File: src/rtl/clk_route_pkg.sv
package clk_route_pkg;

   // Source code that bypass mode and illegal codes fall back to.
   localparam int unsigned SRC_BYPASS = 0;

   // Drive state shared by every output lane.
   typedef enum logic [1:0] {
      DRV_RUN = 2'd0,
      DRV_LOW = 2'd1,
      DRV_HIZ = 2'd2
   } drive_mode_e;

endpackage

File: src/rtl/clk_route_postdiv.sv
module clk_route_postdiv #(
   parameter int unsigned N_SRC = 5,
   parameter int unsigned DIV_W = 7,
   parameter int unsigned SEL_W = 3
) (
   input  logic             clk,
   input  logic             rst_n,
   input  logic             resync_i,
   input  logic             bypass_i,
   input  logic [N_SRC-1:0] src_now_i,
   input  logic [N_SRC-1:0] src_prev_i,
   input  logic [SEL_W-1:0] sel_cfg_i,
   input  logic [DIV_W-1:0] div_cfg_i,
   output logic             div_o
);
   import clk_route_pkg::*;

   localparam logic [SEL_W-1:0] SEL_LAST = SEL_W'(N_SRC - 1);
   localparam logic [SEL_W-1:0] SEL_BYP  = SEL_W'(SRC_BYPASS);

   logic [SEL_W-1:0] sel_q, sel_nxt;
   logic [DIV_W-1:0] lim_q, lim_nxt, cnt_q;
   logic             out_q, src_edge, at_term;

   // Settings that would be loaded at the next terminal count.
   always_comb begin
      if (bypass_i || (sel_cfg_i > SEL_LAST)) sel_nxt = SEL_BYP;
      else                                    sel_nxt = sel_cfg_i;
      lim_nxt  = (div_cfg_i == '0) ? '0 : div_cfg_i - DIV_W'(1);
      src_edge = src_now_i[sel_q] ^ src_prev_i[sel_q];
      at_term  = src_edge && (cnt_q == lim_q);
   end

   // Each edge of the source is one count; the output toggles every N edges.
   always_ff @(posedge clk) begin
      if (!rst_n || resync_i) begin
         cnt_q <= '0;
         out_q <= 1'b0;
         sel_q <= sel_nxt;
         lim_q <= lim_nxt;
      end else if (at_term) begin
         cnt_q <= '0;
         out_q <= ~out_q;
         sel_q <= sel_nxt;
         lim_q <= lim_nxt;
      end else if (src_edge) begin
         cnt_q <= cnt_q + DIV_W'(1);
      end
   end

   assign div_o = out_q;

   assert_hold_between_edges_R3 : assert property (@(posedge clk) disable iff (!rst_n)
      (!src_edge && !resync_i) |=> $stable(div_o));

   assert_count_bound_R3 : assert property (@(posedge clk) disable iff (!rst_n)
      cnt_q <= lim_q);

   assert_no_midphase_load_R10 : assert property (@(posedge clk) disable iff (!rst_n)
      (!at_term && !resync_i) |=> ($stable(lim_q) && $stable(sel_q)));

endmodule

File: src/rtl/clk_route_outstage.sv
module clk_route_outstage #(
   parameter int unsigned N_DIV   = 6,
   parameter int unsigned N_OUT   = 6,
   parameter int unsigned DSEL_W  = 3,
   parameter bit          OUT_REG = 1'b1
) (
   input  logic                      clk,
   input  logic                      rst_n,
   input  logic [N_DIV-1:0]          div_i,
   input  logic [N_OUT*DSEL_W-1:0]   osel_cfg_i,
   input  logic [N_OUT-1:0]          inv_cfg_i,
   input  clk_route_pkg::drive_mode_e mode_i,
   output logic [N_OUT-1:0]          y_o,
   output logic [N_OUT-1:0]          oe_o
);
   import clk_route_pkg::*;

   localparam logic [DSEL_W-1:0] DSEL_LAST = DSEL_W'(N_DIV - 1);

   logic [N_OUT-1:0] y_nxt, oe_nxt;

   for (genvar o = 0; o < N_OUT; o++) begin : g_lane
      logic [DSEL_W-1:0] sel_raw, sel_eff;
      always_comb begin
         sel_raw   = osel_cfg_i[o*DSEL_W +: DSEL_W];
         sel_eff   = (sel_raw > DSEL_LAST) ? '0 : sel_raw;
         y_nxt[o]  = (mode_i == DRV_RUN) ? (div_i[sel_eff] ^ inv_cfg_i[o]) : 1'b0;
         oe_nxt[o] = (mode_i != DRV_HIZ);
      end
   end

   if (OUT_REG) begin : g_reg
      always_ff @(posedge clk) begin
         if (!rst_n) begin
            y_o  <= '0;
            oe_o <= '1;
         end else begin
            y_o  <= y_nxt;
            oe_o <= oe_nxt;
         end
      end

      assert_force_low_R7 : assert property (@(posedge clk) disable iff (!rst_n)
         (mode_i == DRV_LOW) |=> ((y_o == '0) && (oe_o == '1)));

      assert_hiz_enables_R8 : assert property (@(posedge clk) disable iff (!rst_n)
         (mode_i == DRV_HIZ) |=> ((oe_o == '0) && (y_o == '0)));
   end else begin : g_comb
      always_comb begin
         y_o  = rst_n ? y_nxt  : '0;
         oe_o = rst_n ? oe_nxt : '1;
      end
   end

endmodule

File: src/rtl/clk_route_matrix.sv
module clk_route_matrix #(
   parameter int unsigned N_SRC   = 5,
   parameter int unsigned N_DIV   = 6,
   parameter int unsigned N_OUT   = 6,
   parameter int unsigned DIV_W   = 7,
   parameter bit          OUT_REG = 1'b1,
   localparam int unsigned SEL_W  = (N_SRC > 1) ? $clog2(N_SRC) : 1,
   localparam int unsigned DSEL_W = (N_DIV > 1) ? $clog2(N_DIV) : 1
) (
   input  logic                    clk,
   input  logic                    rst_n,
   input  logic                    resync_i,
   input  logic [N_SRC-1:0]        src_clk_i,
   input  logic [N_DIV*SEL_W-1:0]  div_src_sel_i,
   input  logic [N_DIV*DIV_W-1:0]  div_ratio_i,
   input  logic [N_OUT*DSEL_W-1:0] out_div_sel_i,
   input  logic [N_OUT-1:0]        out_invert_i,
   input  logic                    off_hiz_i,
   input  logic                    ctl_off_i,
   input  logic                    ctl_bypass_i,
   output logic [N_OUT-1:0]        clk_o,
   output logic [N_OUT-1:0]        clk_oe_o
);
   import clk_route_pkg::*;

   if (N_SRC < 2 || N_SRC > 16) begin : g_bad_src
      $error("clk_route_matrix: N_SRC must lie in 2..16");
   end
   if (N_DIV < 1 || N_OUT < 1) begin : g_bad_lanes
      $error("clk_route_matrix: N_DIV and N_OUT must be at least 1");
   end
   if (DIV_W < 1 || DIV_W > 16) begin : g_bad_div
      $error("clk_route_matrix: DIV_W must lie in 1..16");
   end

   logic [N_SRC-1:0] src_now, src_prev;
   logic [N_DIV-1:0] div_out;
   drive_mode_e      mode_w;

   // Level samples of the candidate clocks; an edge is a change between them.
   always_ff @(posedge clk) begin
      if (!rst_n) begin
         src_now  <= '0;
         src_prev <= '0;
      end else begin
         src_now  <= src_clk_i;
         src_prev <= src_now;
      end
   end

   always_comb begin
      if (!ctl_off_i)     mode_w = DRV_RUN;
      else if (off_hiz_i) mode_w = DRV_HIZ;
      else                mode_w = DRV_LOW;
   end

   for (genvar d = 0; d < N_DIV; d++) begin : g_div
      clk_route_postdiv #(
         .N_SRC (N_SRC),
         .DIV_W (DIV_W),
         .SEL_W (SEL_W)
      ) u_div (
         .clk        (clk),
         .rst_n      (rst_n),
         .resync_i   (resync_i),
         .bypass_i   (ctl_bypass_i),
         .src_now_i  (src_now),
         .src_prev_i (src_prev),
         .sel_cfg_i  (div_src_sel_i[d*SEL_W +: SEL_W]),
         .div_cfg_i  (div_ratio_i[d*DIV_W +: DIV_W]),
         .div_o      (div_out[d])
      );
   end

   clk_route_outstage #(
      .N_DIV   (N_DIV),
      .N_OUT   (N_OUT),
      .DSEL_W  (DSEL_W),
      .OUT_REG (OUT_REG)
   ) u_out (
      .clk        (clk),
      .rst_n      (rst_n),
      .div_i      (div_out),
      .osel_cfg_i (out_div_sel_i),
      .inv_cfg_i  (out_invert_i),
      .mode_i     (mode_w),
      .y_o        (clk_o),
      .oe_o       (clk_oe_o)
   );

endmodule

File: config.mk
export PLATFORM = sky130hd
export DESIGN_NAME = clk_route_matrix
export DESIGN_NICKNAME = d
export VERILOG_FILES = /design/src/rtl/clk_route_pkg.sv /design/src/rtl/clk_route_postdiv.sv /design/src/rtl/clk_route_outstage.sv /design/src/rtl/clk_route_matrix.sv
export SDC_FILE = /design/constraint.sdc
export NUM_CORES = 1
export LEC_CHECK = 0
export ABC_AREA = 1
export BUFFER_PORTS_ARGS = -buffer_cell sky130_fd_sc_hd__buf_2
export CAP_MARGIN = 0
export CORE_MARGIN = 2
export CORE_UTILIZATION = 30
export DETAILED_ROUTE_END_ITERATION = 7
export PLACE_DENSITY = 0.54
export REMOVE_ABC_BUFFERS = 1
export SETUP_SLACK_MARGIN = 0.1
export SYNTH_ARGS = -nofsm -noshare
export SYNTH_HDL_FRONTEND = slang
export SYNTH_HIERARCHICAL = 1
export SYNTH_SLANG_ARGS = --single-unit
File: constraint.sdc
create_clock -name clk -period 3.24 [get_ports clk]
set_input_delay 0.324 -clock clk [delete_from_list [all_inputs] [get_ports clk]]
set_output_delay 0.324 -clock clk [all_outputs]
set_load 0.02 [all_outputs]
==> results of run 1 <==
## report_power, final
part / switching (mW) / internal [mW]
sequential: 0.0769 / 1.76
clock: 0.664 / 1.04
combinational: 0.446 / 0.251
## cells by family (layout without fill, tap and decap cells)
family	Yosys count	after routing	share of synthesized area (%)
compound gates	101	101	8.96
simple gates	583	583	33.9
buf+inv	182	314	8.50
flops	125	125	37.2
fa+ha+maj	18	18	2.70
xor+xnor	84	84	8.81
other cells	0	3	0
## layer usage
| metal | wire length [um] | vias up | part of all wire, % | GRT usage (%) |
|---|---|---|---|---|
| met1 | 8940 | 3142 | 49 | 16.7 |
| met3 | 746 | 9 | 4.1 | 3.08 |
| li1 | - | 3773 | - | - |
| met2 | 8310 | 126 | 46 | 21.2 |
| met4 | 148 | 0 | 0.82 | 3.57 |
| met5 | 0 | - | 0 | 0 |
## through the flow
step | setup WS [ps] | area [sq um]
after floorplan | 1670 | 8300
after global placement | 1510 | 9310
after detailed placement | 1470 | 9310
after CTS | 1460 | 9820
after global routing | 1300 | 9830
final | 1470 | 9830
## critical path: stages (launching register included)
cell,delay (ps)
edfxtp_1,470
nor2_1,190
nand3_1,130
a21boi_2,210
nand2_4,130
nand3_4,100
nand2_4,230
## flip-flops by register name, summed over array words and instances, names as in the netlist
| name | cells |
|---|---|
| src_prev | 5 |
| g_div.u_div/cnt_q | 42 |
| g_div.u_div/lim_q | 42 |
| u_out/y_o | 6 |
| u_out/oe_o | 1 |
| g_div.u_div/sel_q | 18 |
| g_div.u_div/div_o | 6 |
| src_now | 5 |
## worst paths after layout
kind                           startpoint                      end  slack (ps)  depth (start not counted)
setup / recovery  g_div[2].u_div/sel_q[0]  g_div[2].u_div/sel_q[0]        1470                          6
hold / removal               src_clk_i[1]               src_now[1]         100                          3
setup reg to reg  g_div[2].u_div/sel_q[0]  g_div[2].u_div/sel_q[0]        1470                          6
hold reg to reg   g_div[0].u_div/cnt_q[6]  g_div[0].u_div/cnt_q[6]         540                          2
## area by class of cell
cell class | count | area [sq um]
clock inverters | 9 | 71.3
flip-flops and latches | 125 | 3100
multi-input cells | 786 | 4540
well taps | 378 | 473
clock buffers | 23 | 448
fillers | 2944 | 17800
inverters | 176 | 661
diodes | 3 | 7.51
repair buffers | 106 | 531
## cells in the mapped netlist
library cell,number
inv_1,169
ha_1,18
nor2_8,1
nand2_2,27
o211ai_1,4
nand2_4,18
o31ai_1,6
or2_2,6
nand3_4,6
buf_6,1
xnor2_1,36
o21ai_0,7
a21oi_1,30
xor2_1,48
a21oi_2,42
nand3_1,157
nor2_1,127
buf_4,5
a21boi_2,6
nor3b_1,6
edfxtp_1,60
inv_2,7
nand4_1,12
nand2_1,207
o21ai_2,6
dfxtp_1,65
nand3b_1,10
nand3_2,6
==> out/metrics.cfg, run 1 <==
[outcome]
outcome = complete, no violations

[synthesis]
synth_cell_type_count = 28
ys_seq_area_share_pct = 37.2
synth-seq-cells = 125
synth_area_sq_um = 8350
avgSynthCellArea_sq_um = 7.64
synth_area_leader_cell = edfxtp_1
synth_cells = 1093
synth_top_area_share_pct = 21.6
synth_area_leaders = edfxtp_1 22%, dfxtp_1 16%, nand3_1 9.4%
synth_warnings = 6

[placed_design]
dpl.hpwl_um = 13400
place_congestion = 0.813
dpl.cell_count = 1571
portBuffers = 106

[final_layout]
instances_no_fill = 1606
mostFrequentLayoutCells = 207 x nand2_1, 169 x inv_1, 157 x nand3_1, 127 x nor2_1, 106 x buf_2
area.growth.synth_to_final_pct = 17.7
drive_above_1_share_pct = 20.9
final_common_cell = nand2_1
final_nets = 1325
final_util_pct = 35.6

[sta]
setup_tns_ps = 0
tightest_slew_ps = 746
skew_ps = 8.35
hold_viol = 0
final-setup-viol-count = 0
fin_hold_ws_ps = 101
min_period_over_period_pct = 54.5
period_minus_slack_ps = 1770
rsz0062_at_grt = false
slew_headroom_pct = 50.1
slew_viol_final = 0
fmax_mhz = 566

[power_and_ir_drop]
ir_worst_vdd_mv = 0.309
total_power_mw = 4.24
p_leak_nw = 4.35
powerDensity_nw_per_um2 = 431

[clocking]
htreeDepth = 4
clk_latency_ps = 410
ctsResizeCount = 0
cts_hold_buf = 0
clk_path_buf_depth = 2
post_cts_buffers = 0
clock-root-buffer = clkbuf_16
path_clk_slew_ps = 50
cts_buffers = 17
clock_sinks = 125
tritoncts = built

[grt]
grt_pass1_wl_um = 30100
grt_pass1_vias = 6565
antenna_found_initial = 3
grt_use_total_pct = 12.8
grt_max_degree = 19
overflow = 0

[run]
maxCapViolCount = 0

[min_path]
hold_class = input port to register

[setup_path]
worst-setup-path-type = register to register
cp-end-kind = register
cp_max_fo = 17
crit_arrival_ps = 1850
start_kind = register
crit_required_ps = 3320

[floorplanning]
core_sq_um = 27600
die-height_um = 171
rows = 61
io_pins = 107
die_w_um = 171
die_area_sq_um = 29200
initial_core_util_pct = 30.2

[routing]
avgRoutedWirePerCell_um = 11.3
drt_first_pass_iters = 4
totalWireLength_um = 18100
vias = 7050
dr.first_iter.drc_count = 314
ant_nets = 0
drc_errors = 0
viasPerCell = 4.39

Note: power is estimated with default switching activity, not from simulation.
==> run 2: changes to the inputs <==
ABC_AREA = 0   (was 1)
clock period = 1.65 ns   (was 3.24 ns; I/O delays follow)
==> out/metrics.cfg, run 2 <==
[final_layout]
final_common_cell = buf_2
final_util_pct = 41.9  ; +6.3 points
drive_above_1_share_pct = 38.0  ; +17 points
final_nets = 1076  ; -19%
fin_area_sq_um = 10500  ; +6.6%
num-fill-cells = 2406  ; -18%
largestRegisters = g_div.u_div/cnt_q (42), g_div.u_div/lim_q (42), g_div.u_div/sel_q (18)
mostFrequentLayoutCells = 106 x buf_2, 60 x edfxtp_1, 57 x nor2_1, 53 x buf_4
area.growth.synth_to_final_pct = 37.9
antenna_cells = 0  ; -3

[clocking]
clock_sinks = 125  ; unchanged
path_clk_slew_ps = 60  ; about the same
cts_buffers = 17  ; unchanged
clk_latency_ps = 410  ; about the same
clk_path_buf_depth = 2  ; unchanged
htreeDepth = 4  ; unchanged
clock-root-buffer = clkbuf_16
tritoncts = built

[synthesis]
synth_commonest_cells = 65 x dfxtp_1, 60 x edfxtp_1, 60 x nor2_1
synth_edf_count = 60  ; unchanged
async_reset_ff_share_pct = 0  ; unchanged
ys_seq_area_share_pct = 40.8  ; +3.7 points
synth_cell_type_count = 48  ; +71%
synth_area_leaders = edfxtp_1 24%, dfxtp_1 17%, xor2_1 6.2%
synth-seq-cells = 125  ; unchanged
avgSynthCellArea_sq_um = 9.95  ; +30%
synth_cells = 764  ; -30%
synth_top_area_share_pct = 23.7  ; +2.1 points
synth_area_leader_cell = edfxtp_1
synth_top_flop_cell = dfxtp_1
synth_area_sq_um = 7600  ; -9.0%
synth_warnings = 6  ; unchanged
yosysMostFrequentCell = dfxtp_1

[grt]
overflow = 0  ; unchanged
grt_pass1_vias = 6218  ; -5.3%
antenna_found_initial = 0  ; -3
grt_use_total_pct = 13.9  ; +1.0 points
grt_max_degree = 23  ; +4
grt_pass1_wl_um = 29700  ; -1.3%

[sta]
hold_viol = 0  ; unchanged
fmax_mhz = 573  ; +1.3%
rsz0062_at_grt = true
skew_ps = 10.3  ; +1.92 ps
setup_tns_ps = -2300  ; -2300 ps
slew_viol_final = 0  ; unchanged
slew_headroom_pct = 65.5  ; +15 points
final-setup-viol-count = 55  ; +55
setup_ws_ps = -94.3  ; -1570 ps
period_minus_slack_ps = 1740  ; -22.4 ps
tightest_slew_ps = 516  ; -231 ps
min_period_over_period_pct = 106  ; +51 points
fin_hold_ws_ps = 21.7  ; -79.4 ps

[setup_path]
crit_required_ps = 1770  ; -1550 ps
max_stage_delay_ps = 410  ; -60 ps
crit_arrival_ps = 1870  ; +20 ps
start_kind = register
cp_max_fo = 5  ; -12
crit_family = simple AND/OR/NAND/NOR gates
crit_buf_inv = 1  ; +1
worstPathCellList = xor2_2 > nor4_4 > nand2_2 > o21ai_4 > buf_6
worst-setup-path-type = register to register
cp_slowest_cell = edfxtp_1
cp-end-kind = register

[floorplanning]
die-height_um = 163  ; -4.5%
initial_core_util_pct = 30.4  ; +0.14 points
die_area_sq_um = 26600  ; -8.8%
io_pins = 107  ; unchanged
die_w_um = 163  ; -4.5%
rows = 58  ; -4.9%
core_sq_um = 25000  ; -9.4%

[routing]
dr.first_iter.drc_count = 373  ; +19%
ant_nets = 0  ; unchanged
avgRoutedWirePerCell_um = 13.9  ; +23%
drc_errors = 0  ; unchanged
viasPerCell = 4.87  ; +11%
totalWireLength_um = 18100  ; -0.23%
vias = 6356  ; -9.8%
drt_first_pass_iters = 5  ; +1

[power_and_ir_drop]
p_leak_nw = 3.94  ; -9.4%
powerDensity_nw_per_um2 = 844  ; +96%
ir_worst_vdd_mv = 0.524  ; +69%

[placed_design]
postPlaceCellArea_sq_um = 8990  ; -3.4%
place_congestion = 0.854  ; +5.0%
portBuffers = 106  ; unchanged
dpl.hpwl_um = 13100  ; -2.2%
pre_cts_ws_ps = -160  ; -1630 ps

[min_path]
hold_class = input port to register

[outcome]
violations = setup timing
outcome = finished, violations left

[run]
maxCapViolCount = 0  ; unchanged

-- run 2: cell types whose count changed after synthesis, sizes merged, moves of 20 or more --
cell | previous run | this run
a21oi | 72 | 28
nand2 | 252 | 40
nor3b | 6 | 43
nand3 | 169 | 34
nor2 | 128 | 60
or3 | 0 | 28
nor2b | 0 | 20
inv | 176 | 24
and2 | 0 | 27
-- run 2: final timing paths --
kind,start,endpoint,slack [ps],depth (start not counted)
max,g_div[5].u_div/lim_q[5],g_div[5].u_div/sel_q[1],-90,5
min,rst_n,u_out/oe_o[0],20,2
max reg2reg,g_div[5].u_div/lim_q[5],g_div[5].u_div/sel_q[1],-90,5
min reg2reg,g_div[4].u_div/cnt_q[0],g_div[4].u_div/cnt_q[0],500,1
-- run 2: what timing repair did --
| item | 4_1_cts | 5_1_grt |
|---|---|---|
| setup endpoints to repair | 108 | 110 |
| resized for setup | 117 | 76 |
| buffers inserted | 5 | 7 |
| hold buffers | 5 | 0 |
| cloned | 4 | 0 |
| pin swaps | 39 | 39 |
| endpoints found under the hold margin | 5 | 0 |
-- run 2: cells by family (layout without fill, tap and decap cells) --
family	Yosys count	count (layout)	synth area share [%]
AO/OA/AOI/OAI	142	142	13.2
multiplexers	18	18	2.60
flip-flops	125	125	40.8
XOR/XNOR	96	96	11.1
adder cells (fa/ha/maj)	18	18	2.96
AND/OR/NAND/NOR	329	329	27.3
buffers and inverters	36	248	2.07
-- run 2: layout make-up --
| type | count | area (sq um) | area share [%] |
|---|---|---|---|
| clock buffers | 18 | 429 | 4.09 |
| repair buffers | 192 | 1290 | 12.3 |
| multi-input cells | 603 | 4950 | 47.2 |
| flip-flops and latches | 125 | 3140 | 29.9 |
| inverters | 24 | 90.1 | 0.859 |
| clock inverters | 14 | 170 | 1.62 |
| well taps | 330 | 413 | 3.94 |
-- run 2: stage by stage --
stage	power, mW	cells
2_1_floorplan	4.32	752
3_3_place_gp	4.83	1256
3_5_place_dp	4.84	1256
4_1_cts	8.84	1301
5_1_grt	9.27	1306
6_report	8.85	1306
-- run 2: metal layers --
layer / up-vias / part of all wire, % / GRT usage [%]
li1: 3234 / - / -
met1: 2983 / 45 / 17.3
met2: 119 / 50 / 24.3
met3: 20 / 4.0 / 2.36
met4: 0 / 1.3 / 4.38
met5: - / 0 / 0
-- run 2: power by group --
part	switching, mW	total [mW]	internal (mW)	leakage [nW]
Combinational	0.801	1.52	0.720	2.51
Clock	1.38	3.75	2.37	0.274
Sequential	0.136	3.58	3.44	1.16
Total	2.32	8.85	6.53	3.94
